`config.mk`:
```
export PLATFORM = sky130hd
export DESIGN_NAME = fpu_ctlstat
export DESIGN_NICKNAME = d
export VERILOG_FILES = /design/src/rtl/fpu_ctlstat_pkg.sv /design/src/rtl/fpu_ctlstat_decode.sv /design/src/rtl/fpu_ctlstat_shadow.sv /design/src/rtl/fpu_ctlstat_live.sv /design/src/rtl/fpu_ctlstat.sv
export SDC_FILE = /design/constraint.sdc
export NUM_CORES = 1
export LEC_CHECK = 0
export BUFFER_PORTS_ARGS = -buffer_cell sky130_fd_sc_hd__buf_2
export CAP_MARGIN = 20
export CORE_MARGIN = 2
export CORE_UTILIZATION = 48
export DETAILED_ROUTE_END_ITERATION = 8
export PLACE_DENSITY_LB_ADDON = 0.08
export SLEW_MARGIN = 20
export SYNTH_ARGS = -nofsm -noshare
export SYNTH_HDL_FRONTEND = slang
export SYNTH_SLANG_ARGS = --single-unit
export TNS_END_PERCENT = 30
```
`constraint.sdc`:
```
create_clock -name clk -period 1.9 [get_ports clk]
set_clock_uncertainty 0.2 [all_clocks]
set_input_delay 0.19 -clock clk [delete_from_list [all_inputs] [get_ports clk]]
set_output_delay 0.19 -clock clk [all_outputs]
set_load 0.05 [all_outputs]
```
`src/rtl/fpu_ctlstat_pkg.sv`:
```
package fpu_ctlstat_pkg;

  localparam int OP_W     = 4;
  localparam int RM_W     = 2;
  localparam int STATUS_W = 32;
  localparam int SIGN_BIT = 31;
  localparam int LEN_BIT  = 19;
  localparam int RM_LSB   = 7;
  localparam int BOOL_BIT = 4;
  localparam int ERR_BIT  = 3;

  localparam logic [RM_W-1:0] RM_ZERO    = 2'd0;
  localparam logic [RM_W-1:0] RM_NEAREST = 2'd1;
  localparam logic [RM_W-1:0] RM_PLUS    = 2'd2;
  localparam logic [RM_W-1:0] RM_MINUS   = 2'd3;

  typedef enum logic [OP_W-1:0] {
    OP_NOP      = 4'd0,
    OP_SET_RM   = 4'd1,
    OP_SET_ERR  = 4'd2,
    OP_TEST_ERR = 4'd3,
    OP_CMP_GT   = 4'd4,
    OP_CMP_EQ   = 4'd5,
    OP_SET_SIGN = 4'd6,
    OP_ABS      = 4'd7,
    OP_MUL_SIGN = 4'd8,
    OP_TO_SGL   = 4'd9,
    OP_TO_DBL   = 4'd10,
    OP_SAVE     = 4'd11,
    OP_RESTORE  = 4'd12,
    OP_INIT     = 4'd13
  } ctl_op_e;

  typedef struct packed {
    logic            sign;
    logic            len;
    logic            boolf;
    logic            err;
    logic [RM_W-1:0] rm;
  } ctl_state_t;

  typedef struct packed {
    logic set_rm;
    logic set_err;
    logic test_err;
    logic cmp_gt;
    logic cmp_eq;
    logic set_sign;
    logic clr_sign;
    logic mul_sign;
    logic to_sgl;
    logic to_dbl;
    logic save;
    logic restore;
    logic init;
  } ctl_strobe_t;

  function automatic ctl_state_t reset_state();
    ctl_state_t s;
    s       = '0;
    s.rm    = RM_NEAREST;
    return s;
  endfunction

  function automatic logic [STATUS_W-1:0] pack_status(ctl_state_t s);
    logic [STATUS_W-1:0] w;
    w                      = '0;
    w[SIGN_BIT]            = s.sign;
    w[LEN_BIT]             = s.len;
    w[RM_LSB+RM_W-1:RM_LSB] = s.rm;
    w[BOOL_BIT]            = s.boolf;
    w[ERR_BIT]             = s.err;
    return w;
  endfunction

endpackage

```
`src/rtl/fpu_ctlstat_decode.sv`:
```
module fpu_ctlstat_decode
  import fpu_ctlstat_pkg::*;
(
  input  logic            cmd_valid,
  input  logic [OP_W-1:0] cmd_op,
  output ctl_strobe_t     strb
);

  always_comb begin
    strb = '0;
    if (cmd_valid) begin
      case (cmd_op)
        OP_SET_RM:   strb.set_rm   = 1'b1;
        OP_SET_ERR:  strb.set_err  = 1'b1;
        OP_TEST_ERR: strb.test_err = 1'b1;
        OP_CMP_GT:   strb.cmp_gt   = 1'b1;
        OP_CMP_EQ:   strb.cmp_eq   = 1'b1;
        OP_SET_SIGN: strb.set_sign = 1'b1;
        OP_ABS:      strb.clr_sign = 1'b1;
        OP_MUL_SIGN: strb.mul_sign = 1'b1;
        OP_TO_SGL:   strb.to_sgl   = 1'b1;
        OP_TO_DBL:   strb.to_dbl   = 1'b1;
        OP_SAVE:     strb.save     = 1'b1;
        OP_RESTORE:  strb.restore  = 1'b1;
        OP_INIT:     strb.init     = 1'b1;
        default:     strb          = '0;
      endcase
    end
  end

endmodule

```
`src/rtl/fpu_ctlstat_shadow.sv`:
```
module fpu_ctlstat_shadow
  import fpu_ctlstat_pkg::*;
(
  input  logic        clk,
  input  logic        rst_n,
  input  logic        save_i,
  input  ctl_state_t  live_i,
  output ctl_state_t  shadow_o
);

  ctl_state_t shadow_q;

  always_ff @(posedge clk or negedge rst_n) begin
    if (!rst_n)      shadow_q <= reset_state();
    else if (save_i) shadow_q <= live_i;
  end

  assign shadow_o = shadow_q;


  save_capture_chk: assert property (@(posedge clk) disable iff (!rst_n)
    save_i |=> (shadow_q == $past(live_i)));


  shadow_hold_chk: assert property (@(posedge clk) disable iff (!rst_n)
    !save_i |=> $stable(shadow_q));

endmodule

```
`src/rtl/fpu_ctlstat_live.sv`:
```
module fpu_ctlstat_live
  import fpu_ctlstat_pkg::*;
(
  input  logic            clk,
  input  logic            rst_n,
  input  ctl_strobe_t     strb,
  input  logic [RM_W-1:0] rm_arg,
  input  logic            cmp_gt,
  input  logic            cmp_eq,
  input  logic            sign_a,
  input  logic            sign_b,
  input  ctl_state_t      shadow_i,
  output ctl_state_t      state_o,
  output logic            result_o
);

  ctl_state_t st_q, st_d;
  logic       res_q, res_d;
  logic       any_cmd;

  assign any_cmd = (strb != '0);

  always_comb begin
    st_d  = st_q;
    res_d = res_q;
    if (strb.restore)  st_d       = shadow_i;
    if (strb.set_rm)   st_d.rm    = rm_arg;
    if (strb.set_err)  st_d.err   = 1'b1;
    if (strb.test_err) begin
      res_d    = ~st_q.err;
      st_d.err = 1'b0;
    end
    if (strb.cmp_gt) begin
      st_d.boolf = cmp_gt;
      res_d      = cmp_gt;
    end
    if (strb.cmp_eq) begin
      st_d.boolf = cmp_eq;
      res_d      = cmp_eq;
    end
    if (strb.set_sign) st_d.sign  = 1'b1;
    if (strb.clr_sign) st_d.sign  = 1'b0;
    if (strb.mul_sign) st_d.sign  = sign_a ^ sign_b;
    if (strb.to_sgl)   st_d.len   = 1'b1;
    if (strb.to_dbl)   st_d.len   = 1'b0;
    if (strb.init) begin
      st_d.err = 1'b0;
      st_d.rm  = RM_NEAREST;
    end
  end

  always_ff @(posedge clk or negedge rst_n) begin
    if (!rst_n) begin
      st_q  <= reset_state();
      res_q <= 1'b0;
    end else begin
      st_q  <= st_d;
      res_q <= res_d;
    end
  end

  assign state_o  = st_q;
  assign result_o = res_q;


  test_err_chk: assert property (@(posedge clk) disable iff (!rst_n)
    strb.test_err |=> (!st_q.err && (res_q == !$past(st_q.err))));


  idle_hold_chk: assert property (@(posedge clk) disable iff (!rst_n)
    !any_cmd |=> ($stable(st_q) && $stable(res_q)));


  restore_load_chk: assert property (@(posedge clk) disable iff (!rst_n)
    strb.restore |=> (st_q == $past(shadow_i)));


  to_single_chk: assert property (@(posedge clk) disable iff (!rst_n)
    strb.to_sgl |=> st_q.len);


  mul_sign_chk: assert property (@(posedge clk) disable iff (!rst_n)
    strb.mul_sign |=> (st_q.sign == ($past(sign_a) ^ $past(sign_b))));


  init_chk: assert property (@(posedge clk) disable iff (!rst_n)
    strb.init |=> (!st_q.err && st_q.rm == RM_NEAREST && st_q.sign == $past(st_q.sign)));


  result_hold_chk: assert property (@(posedge clk) disable iff (!rst_n)
    !(strb.test_err || strb.cmp_gt || strb.cmp_eq) |=> $stable(res_q));

endmodule

```
`src/rtl/fpu_ctlstat.sv`:
```
module fpu_ctlstat
  import fpu_ctlstat_pkg::*;
(
  input  logic                clk,
  input  logic                rst_n,
  input  logic                cmd_valid,
  input  logic [OP_W-1:0]     cmd_op,
  input  logic [RM_W-1:0]     cmd_rm,
  input  logic                cmp_gt,
  input  logic                cmp_eq,
  input  logic                sign_a,
  input  logic                sign_b,
  output logic [STATUS_W-1:0] status_word,
  output logic                test_bit
);

  ctl_strobe_t strb;
  ctl_state_t  live_state;
  ctl_state_t  shadow_state;

  fpu_ctlstat_decode u_decode (
    .cmd_valid (cmd_valid),
    .cmd_op    (cmd_op),
    .strb      (strb)
  );

  fpu_ctlstat_live u_live (
    .clk      (clk),
    .rst_n    (rst_n),
    .strb     (strb),
    .rm_arg   (cmd_rm),
    .cmp_gt   (cmp_gt),
    .cmp_eq   (cmp_eq),
    .sign_a   (sign_a),
    .sign_b   (sign_b),
    .shadow_i (shadow_state),
    .state_o  (live_state),
    .result_o (test_bit)
  );

  fpu_ctlstat_shadow u_shadow (
    .clk      (clk),
    .rst_n    (rst_n),
    .save_i   (strb.save),
    .live_i   (live_state),
    .shadow_o (shadow_state)
  );

  assign status_word = pack_status(live_state);


  set_rm_chk: assert property (@(posedge clk) disable iff (!rst_n)
    (cmd_valid && cmd_op == OP_SET_RM) |=> (status_word[RM_LSB+RM_W-1:RM_LSB] == $past(cmd_rm)));


  save_keeps_live_chk: assert property (@(posedge clk) disable iff (!rst_n)
    (cmd_valid && cmd_op == OP_SAVE) |=> $stable(status_word));

endmodule

```
# Yosys cells after proc, flatten, opt, wreduce, memory -nomap -nowiden
# Cells that the tools add are included.
dict set report classes {
  n_bitwise 2
  n_eq_ne 13
  n_reduce_logical 6
  muxes 29
}
# op count
set ops {}
lappend ops {{1-bit 2-to-1 mux} 25}
lappend ops {{4-bit equality test (second input constant)} 6}
lappend ops {{4-bit by 3-bit equality test with 1-bit output (second input constant)} 4}
lappend ops {{13-bit 2-to-1 mux} 1}
lappend ops {{3-bit nonzero test} 4}
lappend ops {{4-bit by 2-bit equality test with 1-bit output (second input constant)} 2}
lappend ops {{4-bit nonzero test} 2}
lappend ops {{6-bit 2-to-1 mux} 1}
lappend ops {{4-bit by 1-bit equality test with 1-bit output (second input constant)} 1}
lappend ops {{3-bit 2-to-1 mux} 1}
lappend ops {{2-bit 2-to-1 mux} 1}
lappend ops {{1-bit inverter} 1}
lappend ops {{1-bit bitwise XOR} 1}
dict set report totals {
  elab_cells 61
  out_inout_bits 33
  inputBits 13
  regBits 13
}

# Depth between registers and ports, before layout
dict set report logic_depth {
  depth_word 7
  mapped_depth 5
  ltp_nobuf 4
}

# Hierarchy
# Synthesis repeated with hierarchy kept, for this count alone.
dict set report unflattened {
  cells_unflattened 95
  hier_area_um2 918.4
}
# mod seq_area_each_um2 cells_each n_inst area_each_um2
set modules_own_cells {}
lappend modules_own_cells {fpu_ctlstat_live 176.4 35 1 369.1}
lappend modules_own_cells {fpu_ctlstat_shadow 151.4 13 1 252.7}
lappend modules_own_cells {fpu_ctlstat 0.0 27 1 198.9}
lappend modules_own_cells {fpu_ctlstat_decode 0.0 20 1 97.6}

# Worst setup path after synthesis
# OpenSTA, ideal clock, no wires.
dict set report synth_timing {
  path_kind {input-to-reg}
  from {input cmd_op[1]}
  to {register u_shadow.shadow_q, in the netlist u_shadow.shadow_o[2]}
  setup_slack_ps 415
  required_time_ps 1575
  setup_ps 125
  t_arrival_ps 1161
  cell_stages 5
  cell_sequence {buf_2 nand2_1 or2_1 nor2_4 mux2_2}
}
dict set report synth_via {
  elab_chain_len 3
}
# item line
set synth_lines {}
lappend synth_lines {{start, declared} fpu_ctlstat.sv:7} ;# input logic [OP_W-1:0] cmd_op,
lappend synth_lines {{4-bit equality test} fpu_ctlstat_decode.sv:12} ;# case (cmd_op)
lappend synth_lines {{1-bit 2-to-1 mux} fpu_ctlstat_decode.sv:12}
lappend synth_lines {{13-bit 2-to-1 mux} fpu_ctlstat_decode.sv:11} ;# if (cmd_valid) begin
lappend synth_lines {{end signal, assigned} fpu_ctlstat_shadow.sv:14} ;# if (!rst_n) shadow_q <= reset_state();
lappend synth_lines {{end signal, assigned} fpu_ctlstat_shadow.sv:15} ;# else if (save_i) shadow_q <= live_i;
lappend synth_lines {{end, declared} fpu_ctlstat_shadow.sv:11} ;# ctl_state_t shadow_q;
# Every way passes these cells.
# A chain may end at the register's enable or synchronous reset.

# Worst setup path in the final report
dict set report layout_timing {
  from {register u_live.st_q, in the netlist u_live.state_o[0]}
  to {output status_word[7]}
}
# item line
set layout_lines {}
lappend layout_lines {{start, declared} fpu_ctlstat_live.sv:17} ;# ctl_state_t st_q, st_d;
lappend layout_lines {{start signal, assigned} fpu_ctlstat_live.sv:54} ;# st_q <= reset_state();
lappend layout_lines {{start signal, assigned} fpu_ctlstat_live.sv:57} ;# st_q <= st_d;
lappend layout_lines {{end, declared} fpu_ctlstat.sv:13} ;# output logic [STATUS_W-1:0] status_word,
# No word-level cell between the ends.

==> impl_metrics.json <==
{
  "vias": 758,
  "syn_avg_cell_area_um2": 9.21,
  "cp-startpoint": "u_live.state_o[0]",
  "cts_setup_buffers": 0,
  "final.setup.tns_ns": 0,
  "period_minus_slack_ns": 1.47,
  "async_flop_share_pct": 100,
  "max-vdd-ir-drop_uv": 510,
  "startpoint_type": "flip-flop",
  "route.final.wire_length_um": 1710,
  "layout_commonest_cell": "conb_1",
  "die_x_um": 48.2,
  "grt_antenna_before_repair": 0,
  "max_stage_delay_ns": 0.55,
  "rows": 16,
  "drt-pass1-iter-count": 4,
  "placedInstanceArea_um2": 957,
  "die_h_um": 48.2,
  "p_seq_share_pct": 41.3,
  "grt_pass1_vias": 561,
  "hp-start": "cmd_op[2]",
  "regToRegStartpoint": "u_shadow.shadow_o[5]",
  "syn_area_um2": 940,
  "start_util_pct": 49.4,
  "slowest_stage": "dfstp_2",
  "groute.usage.overall_pct": 15.8,
  "clock.fmax_ghz": 0.680,
  "powerDensity_mw_per_mm2": 977,
  "wl_per_cell_um": 11.3,
  "crit_family": "flip-flops",
  "worst-path-max-fanout": 3,
  "portBuffers": 19,
  "status": "complete, no violations",
  "worstPathArrival_ns": 1.08,
  "path_buf_inv": 1,
  "cts_num_sinks": 13,
  "ys.flop_type": "dfrtp_1",
  "crit_chain": "buf_2",
  "dieArea_mm2": 0.00233,
  "antenna_left": 0,
  "htree_levels": 1,
  "leakage_nw": 0.491,
  "ys_types": 36,
  "hold_path_class": "in2reg",
  "io-pin-count": 46,
  "grt_max_degree": 14,
  "hold_violations": 0,
  "cts-root-buf": "clkbuf_4",
  "insertion_delay_ns": 0.27,
  "fin_crit_sh_pct": 77.4,
  "fin_nets": 138,
  "cts.clk_slew.worst_paths_ns": 0.08,
  "via_per_inst": 5.02,
  "pwr-share-clk_pct": 17.4,
  "cts_buffers": 3,
  "diodes": 0,
  "drc_errors": 0,
  "stdcell_area_mm2": 0.00101,
  "final_max_slew_viol_count": 0,
  "rsz0062_at_grt": "false",
  "postSynthCellCount": 102,
  "clk_path_buf_depth": 2,
  "synth_edf_count": 0,
  "end_kind": "output port",
  "gp_congestion": 0.775,
  "max-cap-violations": 0,
  "initialDrtViolationCount": 19,
  "cts.hold.buffers_added": 3,
  "crit_type": "reg2out",
  "hpwl_um": 1270,
  "grt_pass1_wl_um": 2560,
  "finalSetupViolCount": 0,
  "internal_power_w": 0.000540,
  "net-switching-power_w": 0.000450,
  "area_delta_synth_final_pct": 7.86,
  "yosysSeqAreaShare_pct": 34.9,
  "worstPathRequired_ns": 1.51,
  "tritoncts": "yes",
  "pwr-share-comb_pct": 41.3,
  "drive_above_1_share_pct": 24.2,
  "swShare_pct": 45.5,
  "core_mm2": 0.00190,
  "ys_seq_elements": 13,
  "post_cts_resized": 0,
  "mostFrequentLayoutCells": "conb_1 (26), buf_2 (19), dfrtp_1 (11)",
  "grt_overflow_total": 0,
  "yosys_warnings": 0
}
## path summary, 6_finish.rpt
path                                         to  slack [ns]  depth (start not counted)
max                              status_word[7]        0.43                          1
min                           u_live.state_o[4]        0.02                          2
max reg2reg                   u_live.state_o[5]        0.74                          2
min reg2reg                u_shadow.shadow_o[1]        0.29                          1
max in group asynchronous     u_live.state_o[0]        1.09                          2
min in group asynchronous     u_live.state_o[5]        0.12                          2
## synthesized netlist by cell type, types with 2 or more instances
master	n	share of area, %
buf_2	2	1.1
nand2_1	7	2.8
nand3_1	3	1.6
nor2_1	2	0.80
nand2b_1	3	2.0
mux2_1	4	4.8
nand3b_1	2	1.6
o21ai_0	4	2.1
buf_4	26	21
inv_1	2	0.80
mux2_2	2	2.4
a21oi_1	4	2.1
dfrtp_1	11	29
nor2b_1	3	2.0
dfstp_2	2	5.6
a31oi_1	3	2.0
o22ai_1	2	1.3
clkbuf_1	2	0.80
## state kept, by name, summed over array words and instances, names as in the netlist
register / count
u_live.result_o: 1
u_live.state_o: 6
u_shadow.shadow_o: 6
## kinds of logic (layout without fill, tap and decap cells)
| family | Yosys count | after routing | synth area share, % |
|---|---|---|---|
| flip-flops | 13 | 13 | 34.9 |
| AND/OR/NAND/NOR | 28 | 28 | 18.2 |
| buffers and inverters | 32 | 29 | 23.4 |
| other | 1 | 26 | 0.399 |
| AO/OA/AOI/OAI | 21 | 21 | 14.9 |
| multiplexers | 6 | 6 | 7.19 |
| XOR/XNOR | 1 | 1 | 0.932 |
## through the flow
step	setup slack [ns]	hold slack [ns]	power, W	instances	util [%]
after floorplan	0.415	-0.306	0.000774	127	-
after global placement	0.249	-0.104	0.000818	144	50.3
after detailed placement	0.222	-0.101	0.000820	144	50.3
after CTS	0.424	0.00460	0.000999	151	53.3
after global routing	0.396	0.00722	0.00105	151	53.3
final	0.430	0.0185	0.000990	151	53.3
## metal layers
| metal | track usage (%) | up-vias | share of wire, % |
|---|---|---|---|
| met4 | 6.49 | 0 | 0.76 |
| met5 | 0 | - | 0 |
| met3 | 3.33 | 2 | 7.6 |
| li1 | - | 349 | - |
| met1 | 22.4 | 368 | 46 |
| met2 | 23.4 | 39 | 46 |
## power groups by stage
stage          clock, W  sequential, W  combinational [W]
6_report       0.000172       0.000409           0.000409
5_1_grt        0.000188       0.000420           0.000442
4_1_cts        0.000179       0.000409           0.000411
3_5_place_dp          0       0.000414           0.000406
3_3_place_gp          0       0.000413           0.000405
2_1_floorplan         0       0.000513           0.000261
## layout make-up
cell class,count,area [µm²]
clock buffer,4,26.3
fill,194,888
inverter,2,7.51
multi-input combinational,82,485
sequential,13,328
tap,27,33.8
timing repair buffer,23,133
Power figures use the tool's default switching activity.
